<file path="src/rtl/xcache_pkg.sv">
package xcache_pkg;

  typedef enum logic {SRC_L2 = 1'b0, SRC_MEM = 1'b1} fill_src_e;

  // counter preload so that the response lands in cycle `lat` after acceptance
  function automatic int wait_preload(input int lat);
    return lat - 2;
  endfunction

endpackage

</file>
<file path="src/rtl/xc_l1_array.sv">
module xc_l1_array #(
  parameter int AW = 8,
  parameter int DW = 16,
  parameter int IW = 2
) (
  input  logic          clk,
  input  logic          rst_n,
  input  logic [AW-1:0] lk_addr,
  input  logic          wr_en,
  input  logic [DW-1:0] wr_data,
  input  logic          wr_dirty,
  output logic          hit,
  output logic [DW-1:0] rd_data,
  output logic          vic_valid,
  output logic [AW-1:0] vic_addr,
  output logic [DW-1:0] vic_data,
  output logic          vic_dirty
);
  localparam int S  = 1 << IW;
  localparam int TW = AW - IW;

  logic          vld [S];
  logic [TW-1:0] tag [S];
  logic [DW-1:0] dat [S];
  logic          dty [S];

  logic [IW-1:0] idx;
  logic [TW-1:0] tg;

  assign idx       = lk_addr[IW-1:0];
  assign tg        = lk_addr[AW-1:IW];
  assign hit       = vld[idx] && (tag[idx] == tg);
  assign rd_data   = dat[idx];
  assign vic_valid = vld[idx];
  assign vic_addr  = {tag[idx], idx};
  assign vic_data  = dat[idx];
  assign vic_dirty = dty[idx];

  always_ff @(posedge clk or negedge rst_n) begin
    if (!rst_n) begin
      for (int i = 0; i < S; i++) vld[i] <= 1'b0;
    end else if (wr_en) begin
      vld[idx] <= 1'b1;
    end
  end

  always_ff @(posedge clk) begin
    if (wr_en) begin
      tag[idx] <= tg;
      dat[idx] <= wr_data;
      dty[idx] <= wr_dirty;
    end
  end

endmodule

</file>
<file path="src/rtl/xc_victim_fifo.sv">
module xc_victim_fifo #(
  parameter int AW = 8,
  parameter int DW = 16,
  parameter int N  = 4
) (
  input  logic          clk,
  input  logic          rst_n,
  input  logic [AW-1:0] lk_addr,
  input  logic          take,
  input  logic          put,
  input  logic [AW-1:0] put_addr,
  input  logic [DW-1:0] put_data,
  input  logic          put_dirty,
  output logic          hit,
  output logic [DW-1:0] hit_data,
  output logic          hit_dirty,
  output logic          ev_en,
  output logic          ev_dirty,
  output logic [AW-1:0] ev_addr,
  output logic [DW-1:0] ev_data
);
  localparam int CNTW = $clog2(N + 1);

  // entries [0, cnt) are valid; entry 0 entered earliest
  logic [AW-1:0]   a  [N];
  logic [DW-1:0]   d  [N];
  logic            dy [N];
  logic [CNTW-1:0] cnt;

  logic [AW-1:0]   n_a  [N];
  logic [DW-1:0]   n_d  [N];
  logic            n_dy [N];
  logic [CNTW-1:0] n_cnt;

  logic [N-1:0]    match;
  logic [CNTW-1:0] hw;

  generate
    for (genvar g = 0; g < N; g++) begin : g_cmp
      assign match[g] = (CNTW'(g) < cnt) && (a[g] == lk_addr);
    end
  endgenerate

  always_comb begin
    hw = '0;
    for (int i = N - 1; i >= 0; i--) if (match[i]) hw = CNTW'(i);
  end

  assign hit       = |match;
  assign hit_data  = d[hw];
  assign hit_dirty = dy[hw];
  assign ev_en     = put && !take && (cnt == CNTW'(N));
  assign ev_dirty  = dy[0];
  assign ev_addr   = a[0];
  assign ev_data   = d[0];

  always_comb begin
    n_cnt = cnt;
    for (int i = 0; i < N; i++) begin
      n_a[i] = a[i]; n_d[i] = d[i]; n_dy[i] = dy[i];
    end
    if (take) begin
      for (int i = 0; i < N - 1; i++) begin
        if (CNTW'(i) >= hw) begin
          n_a[i] = a[i+1]; n_d[i] = d[i+1]; n_dy[i] = dy[i+1];
        end
      end
      n_cnt = n_cnt - 1'b1;
    end
    if (put) begin
      if (n_cnt == CNTW'(N)) begin
        for (int i = 0; i < N - 1; i++) begin
          n_a[i] = n_a[i+1]; n_d[i] = n_d[i+1]; n_dy[i] = n_dy[i+1];
        end
        n_a[N-1] = put_addr; n_d[N-1] = put_data; n_dy[N-1] = put_dirty;
      end else begin
        for (int i = 0; i < N; i++) begin
          if (CNTW'(i) == n_cnt) begin
            n_a[i] = put_addr; n_d[i] = put_data; n_dy[i] = put_dirty;
          end
        end
        n_cnt = n_cnt + 1'b1;
      end
    end
  end

  always_ff @(posedge clk or negedge rst_n) begin
    if (!rst_n) begin
      cnt <= '0;
      for (int i = 0; i < N; i++) begin
        a[i] <= '0; d[i] <= '0; dy[i] <= 1'b0;
      end
    end else begin
      cnt <= n_cnt;
      for (int i = 0; i < N; i++) begin
        a[i] <= n_a[i]; d[i] <= n_d[i]; dy[i] <= n_dy[i];
      end
    end
  end

  p_count_bound_r7: assert property (@(posedge clk) disable iff (!rst_n)
    cnt <= CNTW'(N));
  p_full_stays_r8: assert property (@(posedge clk) disable iff (!rst_n)
    (put && !take && cnt == CNTW'(N)) |=> (cnt == CNTW'(N)));
  p_take_shrinks_r6: assert property (@(posedge clk) disable iff (!rst_n)
    (take && !put) |=> (cnt == $past(cnt) - 1'b1));
  p_swap_keeps_r6: assert property (@(posedge clk) disable iff (!rst_n)
    (take && put) |=> $stable(cnt));

endmodule

</file>
<file path="src/rtl/xcache_ctl.sv">
module xcache_ctl
  import xcache_pkg::*;
#(
  parameter int AW         = 8,
  parameter int DW         = 16,
  parameter int L1_IW      = 2,
  parameter int L2_ENTRIES = 4,
  parameter int L2_LAT     = 12,
  parameter int MEM_LAT    = 75
) (
  input  logic          clk,
  input  logic          rst_n,
  input  logic          req_valid,
  output logic          req_ready,
  input  logic          req_write,
  input  logic [AW-1:0] req_addr,
  input  logic [DW-1:0] req_wdata,
  output logic          resp_valid,
  output logic [DW-1:0] resp_rdata,
  output logic          mem_rd_en,
  output logic [AW-1:0] mem_rd_addr,
  input  logic [DW-1:0] mem_rd_data,
  output logic          mem_wr_en,
  output logic [AW-1:0] mem_wr_addr,
  output logic [DW-1:0] mem_wr_data
);
  localparam int CW = $clog2(MEM_LAT + 1);

  logic          busy;
  logic [CW-1:0] cnt;
  logic [AW-1:0] la;
  logic          lw;
  logic [DW-1:0] lwd;
  fill_src_e     src;

  logic [AW-1:0] lk_addr;
  logic          l1_hit, l1_vv, l1_vd;
  logic [DW-1:0] l1_rd, l1_vdat;
  logic [AW-1:0] l1_va;
  logic          l2_hit, l2_hdy, l2_ev, l2_evd;
  logic [DW-1:0] l2_hd, l2_evdat;
  logic [AW-1:0] l2_eva;

  // named events
  logic          acc, fin, ev_l1_hit, ev_promote, ev_demote, ev_wb;
  logic          l1_we, l1_wdy;
  logic [DW-1:0] l1_wd, fill_data;
  logic          fill_dirty;

  assign req_ready  = !busy;
  assign acc        = req_valid && !busy;
  assign fin        = busy && (cnt == '0);
  assign lk_addr    = busy ? la : req_addr;
  assign ev_l1_hit  = acc && l1_hit;
  assign ev_promote = fin && l2_hit;
  assign ev_demote  = fin && l1_vv;
  assign ev_wb      = l2_ev && l2_evd;

  assign fill_data  = lw ? lwd : (l2_hit ? l2_hd : mem_rd_data);
  assign fill_dirty = lw || (l2_hit && l2_hdy);
  assign l1_we      = (ev_l1_hit && req_write) || fin;
  assign l1_wd      = fin ? fill_data : req_wdata;
  assign l1_wdy     = fin ? fill_dirty : 1'b1;

  assign mem_rd_en   = fin && !l2_hit;
  assign mem_rd_addr = la;
  assign mem_wr_en   = ev_wb;
  assign mem_wr_addr = l2_eva;
  assign mem_wr_data = l2_evdat;

  xc_l1_array #(.AW(AW), .DW(DW), .IW(L1_IW)) u_l1 (
    .clk(clk), .rst_n(rst_n), .lk_addr(lk_addr),
    .wr_en(l1_we), .wr_data(l1_wd), .wr_dirty(l1_wdy),
    .hit(l1_hit), .rd_data(l1_rd),
    .vic_valid(l1_vv), .vic_addr(l1_va), .vic_data(l1_vdat), .vic_dirty(l1_vd)
  );

  xc_victim_fifo #(.AW(AW), .DW(DW), .N(L2_ENTRIES)) u_l2 (
    .clk(clk), .rst_n(rst_n), .lk_addr(lk_addr),
    .take(ev_promote), .put(ev_demote),
    .put_addr(l1_va), .put_data(l1_vdat), .put_dirty(l1_vd),
    .hit(l2_hit), .hit_data(l2_hd), .hit_dirty(l2_hdy),
    .ev_en(l2_ev), .ev_dirty(l2_evd), .ev_addr(l2_eva), .ev_data(l2_evdat)
  );

  always_ff @(posedge clk or negedge rst_n) begin
    if (!rst_n) begin
      busy       <= 1'b0;
      cnt        <= '0;
      la         <= '0;
      lw         <= 1'b0;
      lwd        <= '0;
      src        <= SRC_MEM;
      resp_valid <= 1'b0;
      resp_rdata <= '0;
    end else begin
      resp_valid <= 1'b0;
      if (ev_l1_hit) begin
        resp_valid <= 1'b1;
        resp_rdata <= req_write ? req_wdata : l1_rd;
      end else if (acc) begin
        busy <= 1'b1;
        la   <= req_addr;
        lw   <= req_write;
        lwd  <= req_wdata;
        src  <= l2_hit ? SRC_L2 : SRC_MEM;
        cnt  <= l2_hit ? CW'(wait_preload(L2_LAT)) : CW'(wait_preload(MEM_LAT));
      end else if (fin) begin
        busy       <= 1'b0;
        resp_valid <= 1'b1;
        resp_rdata <= fill_data;
      end else if (busy) begin
        cnt <= cnt - 1'b1;
      end
    end
  end

  p_exclusive_r4: assert property (@(posedge clk) disable iff (!rst_n)
    !(l1_hit && l2_hit));
  p_l1_resp_r1: assert property (@(posedge clk) disable iff (!rst_n)
    ev_l1_hit |=> resp_valid);
  p_stall_r11: assert property (@(posedge clk) disable iff (!rst_n)
    (acc && !l1_hit) |=> (!req_ready && !resp_valid));
  p_wb_on_fill_r9: assert property (@(posedge clk) disable iff (!rst_n)
    mem_wr_en |-> mem_rd_en);
  p_src_mem_r3: assert property (@(posedge clk) disable iff (!rst_n)
    (fin && src == SRC_MEM) |-> mem_rd_en);
  p_src_l2_r2: assert property (@(posedge clk) disable iff (!rst_n)
    (fin && src == SRC_L2) |-> (!mem_rd_en && ev_promote));

endmodule

</file>
<file path="config.mk">
export PLATFORM = sky130hd
export DESIGN_NAME = xcache_ctl
export DESIGN_NICKNAME = d
export VERILOG_FILES = /design/src/rtl/xcache_pkg.sv /design/src/rtl/xc_l1_array.sv /design/src/rtl/xc_victim_fifo.sv /design/src/rtl/xcache_ctl.sv
export SDC_FILE = /design/constraint.sdc
export NUM_CORES = 1
export LEC_CHECK = 0
export BUFFER_PORTS_ARGS = -buffer_cell sky130_fd_sc_hd__buf_2
export CAP_MARGIN = 20
export CORE_ASPECT_RATIO = 0.6
export CORE_MARGIN = 1.5
export CORE_UTILIZATION = 40
export DETAILED_ROUTE_END_ITERATION = 10
export GPL_TIMING_DRIVEN = 0
export SLEW_MARGIN = 10
export SYNTH_ARGS = -nofsm -noshare
export SYNTH_HDL_FRONTEND = slang
export SYNTH_SLANG_ARGS = --single-unit
</file>
<file path="constraint.sdc">
create_clock -name clk -period 6.65 [get_ports clk]
set_clock_uncertainty 0.15 [all_clocks]
set_input_delay 1.995 -clock clk [delete_from_list [all_inputs] [get_ports clk]]
set_output_delay 1.995 -clock clk [all_outputs]
set_load 0.1 [all_outputs]
</file>
* Word-level counts from Yosys, hierarchy flattened *
Memory sizes are Yosys's and may differ from the RTL's.
Cells that the tools add are included.

storage, ports and cells
  register bits after elaboration = 157
  bits in writable memories = 92
  input port bits = 44
  output and inout port bits = 52
  logic and storage cells = 158
  memories kept = 3

operators by class
  add/subtract/negate cells = 3
  magnitude comparators = 10
  equal/unequal tests = 12
  multiplexer cells = 68
  bitwise logic cells = 4
  reduce and logical (&&, ||, !) cells = 34

memories
  name      depth  width  read ports  clocked after Yosys merged registers in  write ports  RTL line           RTL
  u_l1.dat  4      16     1           0                                        1            xc_l1_array.sv:24  logic [DW-1:0] dat [S];
  u_l1.tag  4      6      1           0                                        1            xc_l1_array.sv:23  logic [TW-1:0] tag [S];
  u_l1.dty  4      1      1           0                                        1            xc_l1_array.sv:25  logic dty [S];

operator list
  cell                 count
  $mux 16              16
  $mux 64              2
  $mux 32              2
  $mux 8               8
  $mux 48              1
  $bmux 16 s2          1
  $eq 8x8->1           4
  $mux 7               4
  $mux 24              1
  $mux 3               7
  $mux 1               20
  $logic_and 1x1->1    17
  $mux 4               2
  $reduce_and 2->1     4
  $reduce_bool 2->1    4
  $logic_not 7->1      1
  $sub 7x1->7 const B  1
  $eq 2x3->1 const A   2
  $eq 3x3->1 const B   2
  $eq 6x6->1           1
  $ge 1x3->1 const A   2
  $lt 1x3->1 const A   2
  $lt 2x3->1 const A   2
  $bmux 1 s2           2
  other kinds (20)     23

* Logic depth before layout (Yosys ltp) *
  depth in word-level cells = 16
  gate-level depth with buffers = 16
  mapped depth without buffers = 11

* By module *
Synthesis repeated with hierarchy kept, for this count alone.

unflattened totals
  cell total of the unflattened synthesis = 1206
  area, all modules = 13499.2 sq um

modules (own cells, without submodules)
  module          instances  cells each  area each (sq um)  seq. area each (sq um)
  xc_victim_fifo  1          728         6862.8             2577.5
  xc_l1_array     1          161         3698.5             2862.7
  xcache_ctl      1          317         2937.8             1251.2

* Worst setup path before layout *
No wires, ideal clock.

  kind = input to output
  from = in req_addr[0]
  to = out mem_wr_en
  arrival = 5.596 ns
  data required time = 4.505 ns
  slack = -1.091 ns
  stages = 10
  buffers on the path = 4
  cells stage by stage = mux2i_2 xnor2_1 nor3_1 nand3_1 nand4_2 buf_6 buf_4 buf_2 buf_2 nor3_1

between the ends
  cells in the longest elaborated chain, start to end = 9
  elaborated cells on any way between the ends = 20
  those cells by class = 4 x eq/ne; 4 x mux; 1 x bitwise; 11 x reduce/logical

RTL lines
  item                                                         RTL line                                 RTL
  start, declared                                              xcache_ctl.sv:16                         input logic [AW-1:0] req_addr,
  $mux 8 *                                                     xcache_ctl.sv:53                         assign lk_addr = busy ? la : req_addr;
  $eq 8x8->1 / $not 2->3 (equally long branches)               xc_victim_fifo.sv:40, xc_l1_array.sv:34
  $logic_and 1x1->1 / $bmux 1 s2 (equally long branches)       xc_victim_fifo.sv:40, xc_l1_array.sv:34
  $reduce_or 4->1 / $mux 1 (equally long branches)             xc_victim_fifo.sv:49, xc_l1_array.sv:34
  $logic_and 1x1->1 / $mux 1 (equally long branches)           xcache_ctl.sv:55, xc_l1_array.sv:34
  $logic_not 1->1 / $logic_and 1x1->1 (equally long branches)  xc_victim_fifo.sv:52, xcache_ctl.sv:56
  $logic_and 1x1->1 * (2 in series)                            xc_victim_fifo.sv:52                     assign ev_en = put && !take && (cnt == CNTW'(N));
  $logic_and 1x1->1 *                                          xcache_ctl.sv:57                         assign ev_wb = l2_ev && l2_evd;
  end, declared                                                xcache_ctl.sv:23                         output logic mem_wr_en,

Mark *: on every way between the ends. The rest lies on a longest branch, timed or not. The select of a mux whose other input is x is not followed.

* Worst setup path in the final report *
  from = in req_addr[6]
  to = out mem_rd_en

between the ends
  cells in the longest elaborated chain, start to end = 6
  elaborated cells on any way between the ends = 12
  those cells by class = 4 x eq/ne; 1 x mux; 7 x reduce/logical

RTL lines
  item                 RTL line              RTL
  $mux 8 *             xcache_ctl.sv:53
  $eq 8x8->1           xc_victim_fifo.sv:40  assign match[g] = (CNTW'(g) < cnt) && (a[g] == lk_addr);
  $logic_and 1x1->1    xc_victim_fifo.sv:40
  $reduce_or 4->1 *    xc_victim_fifo.sv:49  assign hit = |match;
  $logic_not 1->1 *    xcache_ctl.sv:65      assign mem_rd_en = fin && !l2_hit;
  $logic_and 1x1->1 *  xcache_ctl.sv:65
  end, declared        xcache_ctl.sv:20      output logic mem_rd_en,

Mark *: on every way between the ends. The rest lies on a longest branch, timed or not.

==> metrics <==
Placeable Area 35100 µm²; H-tree Lvls 1; Post-CTS Hold Buffers 0; simple-gate share of the synthesized area 10.8%; vias after detailed routing 11.6k; register area share after synthesis 46.6%; Area contributors post-synth dfrtp_1 (27%), edfxtp_1 (19%), mux2i_1 (8.6%), mux2_2 (4.5%), mux4_2 (3.0%); xor/xnor share of the synthesized area 2.75%; Hold Fails Final Rpt 0; first-pass GRT wire length 73100 µm; Adder-Cell Fraction of Synth Area 0.436%; post-route setup slack 0.186 ns; Setup CP Type in -> out; synthesized area per cell 11.3 µm²; CTS tree done; Syn Std Cell Area 14400 µm²; first drt pass iteration count 5; EDFF count, synth 92; Synthesized Nets 1325; CP cell instances buf_2 > mux2i_4 > buf_12 > buf_12 > or3_1 > a2111oi_2 > nand2_1 > nand4_2 > buf_6 > buf_6 > nor2_2 > buf_4; Die ar. 37100 µm²; fillers 3224; crit path max fanout 28; GRT Util Overall 26.9%; flops & latches, synth 249; Skew-Pair Late Insertion Delay 0.58 ns; worst slew pin tran 1.01 ns; IO Count 96; Placed Instance Area 15600 µm²; outcome complete, no violations; worst min-delay path class reg -> reg; CP max-delay cell or3_1; unrepaired setup endpoints after global routing false; pin count of the biggest net entering global routing 87; Die X 248 µm; Synth cell types 75; vias in the first global route 11.1k; Synth Area in Compound Gates 13.4%; Rel. slew slack 32.6%; IO buf count 95; chip height 150 µm; Yosys top cell by area dfrtp_1; Final Max Tran Viols 0; minimum clock period 6.46 ns; drt wl/cell 26.0 µm; worst reg2reg startpoint busy; post-synthesis mux area share 20.7%; initial core utilization 40.8%; gr ovfl total 0; critical path startpoint category input pin; critical path capture point type output port; initial antenna violation count 3; Max Cap Viol 0; Clk pin slew, worst setup/hold paths 0.06 ns; Synth async-reset ratio 63.1%; hold_ws 0.315 ns; Tcrit/Tclk final 97.2%; placed cells 1848; Max Buffers Root-to-Sink 3; # rows 53; Req. time, crit path 4.51 ns; drt initial violations 1478; Worst path max stage delay 0.32 ns; drt total wl 49400 µm; Post-synth top cells dfrtp_1 (157), mux2i_1 (123), nor2_1 (107); Detailed Place HPWL 35900 µm; peak supply drop 0.000185 V; CP Launch Point req_addr[6]; share of the synthesized area in the top cell type 27.4%; P_leak 7.20 nW; fin cells 1903; CP arrival 4.32 ns; area delta synth->final 15.1%; final setup fails 0; fmax 155 MHz; Nets 1469; Finished Cell Area 16500 µm²; routability cong. 0.945; ys flop type dfrtp_1; CTS Sinks 249; Routed Antenna Nets 0; DRC violations left 0; CTS buffer count 26; cell with the most instances after synthesis dfrtp_1; Synth Instances 1276; Pwr Density 185 nW/µm²; Vias/cell 6.08; Post-Place Worst Slack -0.827 ns; Clk Tree Root Cell clkbuf_16; yosys warns 0; share of cells above drive strength 1 25.1%; largest family of logic cells by synthesized area multiplexers; hold_sp u_l1.vld[2]
==> report_power, final <==
part	switching (mW)	total (mW)	internal (mW)
logic	0.0475	0.0696	0.0221
clock network	0.652	1.40	0.745
registers	0.00124	1.59	1.59
==> stage by stage <==
stage | utilization [%] | power (mW) | TNS [ns]
after global placement | 43.9 | 1.69 | -173.97
after CTS | 47.0 | 3.07 | 0
after floorplan | - | 1.64 | -0.232
after global routing | 47.0 | 3.14 | 0
after detailed placement | 44.3 | 1.69 | -1.59
final | 47.0 | 3.06 | 0
==> cell families after synthesis <==
logic type | Yosys count
mux | 245
compound gates | 264
buf+inv | 146
simple gates | 322
xor+xnor | 45
fa+ha+maj | 5
flops | 249
==> flip-flops by register name (all words and copies together), names as in the netlist, 16 cells and up <==
| name | cells |
|---|---|
| u_l2.ev_data | 16 |
| u_l1.dat | 64 |
| u_l2.d | 48 |
| u_l2.a | 24 |
| lwd | 16 |
| resp_rdata | 16 |
| u_l1.tag | 24 |
==> final cells by class <==
| class | count | area, µm² | area share, % |
|---|---|---|---|
| inverter | 35 | 131 | 0.795 |
| multi-input combinational | 881 | 6980 | 42.2 |
| clock inverter | 7 | 62.6 | 0.379 |
| clock buffer | 36 | 708 | 4.29 |
| buffer | 108 | 614 | 3.72 |
| tap | 467 | 584 | 3.54 |
| antenna | 1 | 2.50 | 0.0151 |
| timing repair buffer | 119 | 753 | 4.56 |
| sequential | 249 | 6690 | 40.5 |
==> repair_timing <==
action / in CTS / in global routing
gates resized for setup: 10 / 1
pin swaps: 1 / 0
buffers inserted: 12 / 0
endpoints found under the setup margin: 2 / 2
==> critical path, delay by kind of cell <==
kind | cells | cell delay, ns
muxes | 1 | 0.07
and+or+nand+nor | 4 | 0.75
AOI/OAI and AO/OA | 1 | 0.30
buffers and inverters | 6 | 1.17
==> placed cells by master, fill, tap and decap left out, drive strengths merged, types with 5 or more instances in the layout <==
cell type,n
clkbuf,82
clkinv,7
nor2,110
or2,7
nor4,12
o221ai,43
o2111ai,9
o31ai,10
a31o,11
nand3b,15
dfrtp,157
buf,181
mux4,19
a22o,7
edfxtp,92
o21bai,7
inv,35
mux2i,131
o21a,19
nand2,103
o2bb2ai,12
xnor2,41
a221o,17
nor3,18
nand3,14
a31oi,11
o21ai,54
nand4,22
a21oi,38
mux2,95
a21o,5
ha,5
==> metal layers <==
metal  GRT usage, %  part of all wire [%]  up-vias
met5              0                     0        -
met4           6.06                   2.2        0
met3           10.2                    12       69
met2           35.4                    39      601
met1           40.8                    46     5855
li1               -                     -     5050
==> final timing paths <==
check	endpoint	slack, ns	depth (start not counted)
min in group asynchronous	u_l2.ev_addr[0]	1.26	1
worst min-delay path	u_l1.vld[2]	0.32	1
max in group asynchronous	u_l2.d[12]	4.22	2
worst max-delay path	mem_rd_en	0.19	12
worst max register to register	u_l1.dat[0][7]	1.76	12
worst min register to register	u_l1.vld[2]	0.32	1
Note: power is estimated with default switching activity, not from simulation.
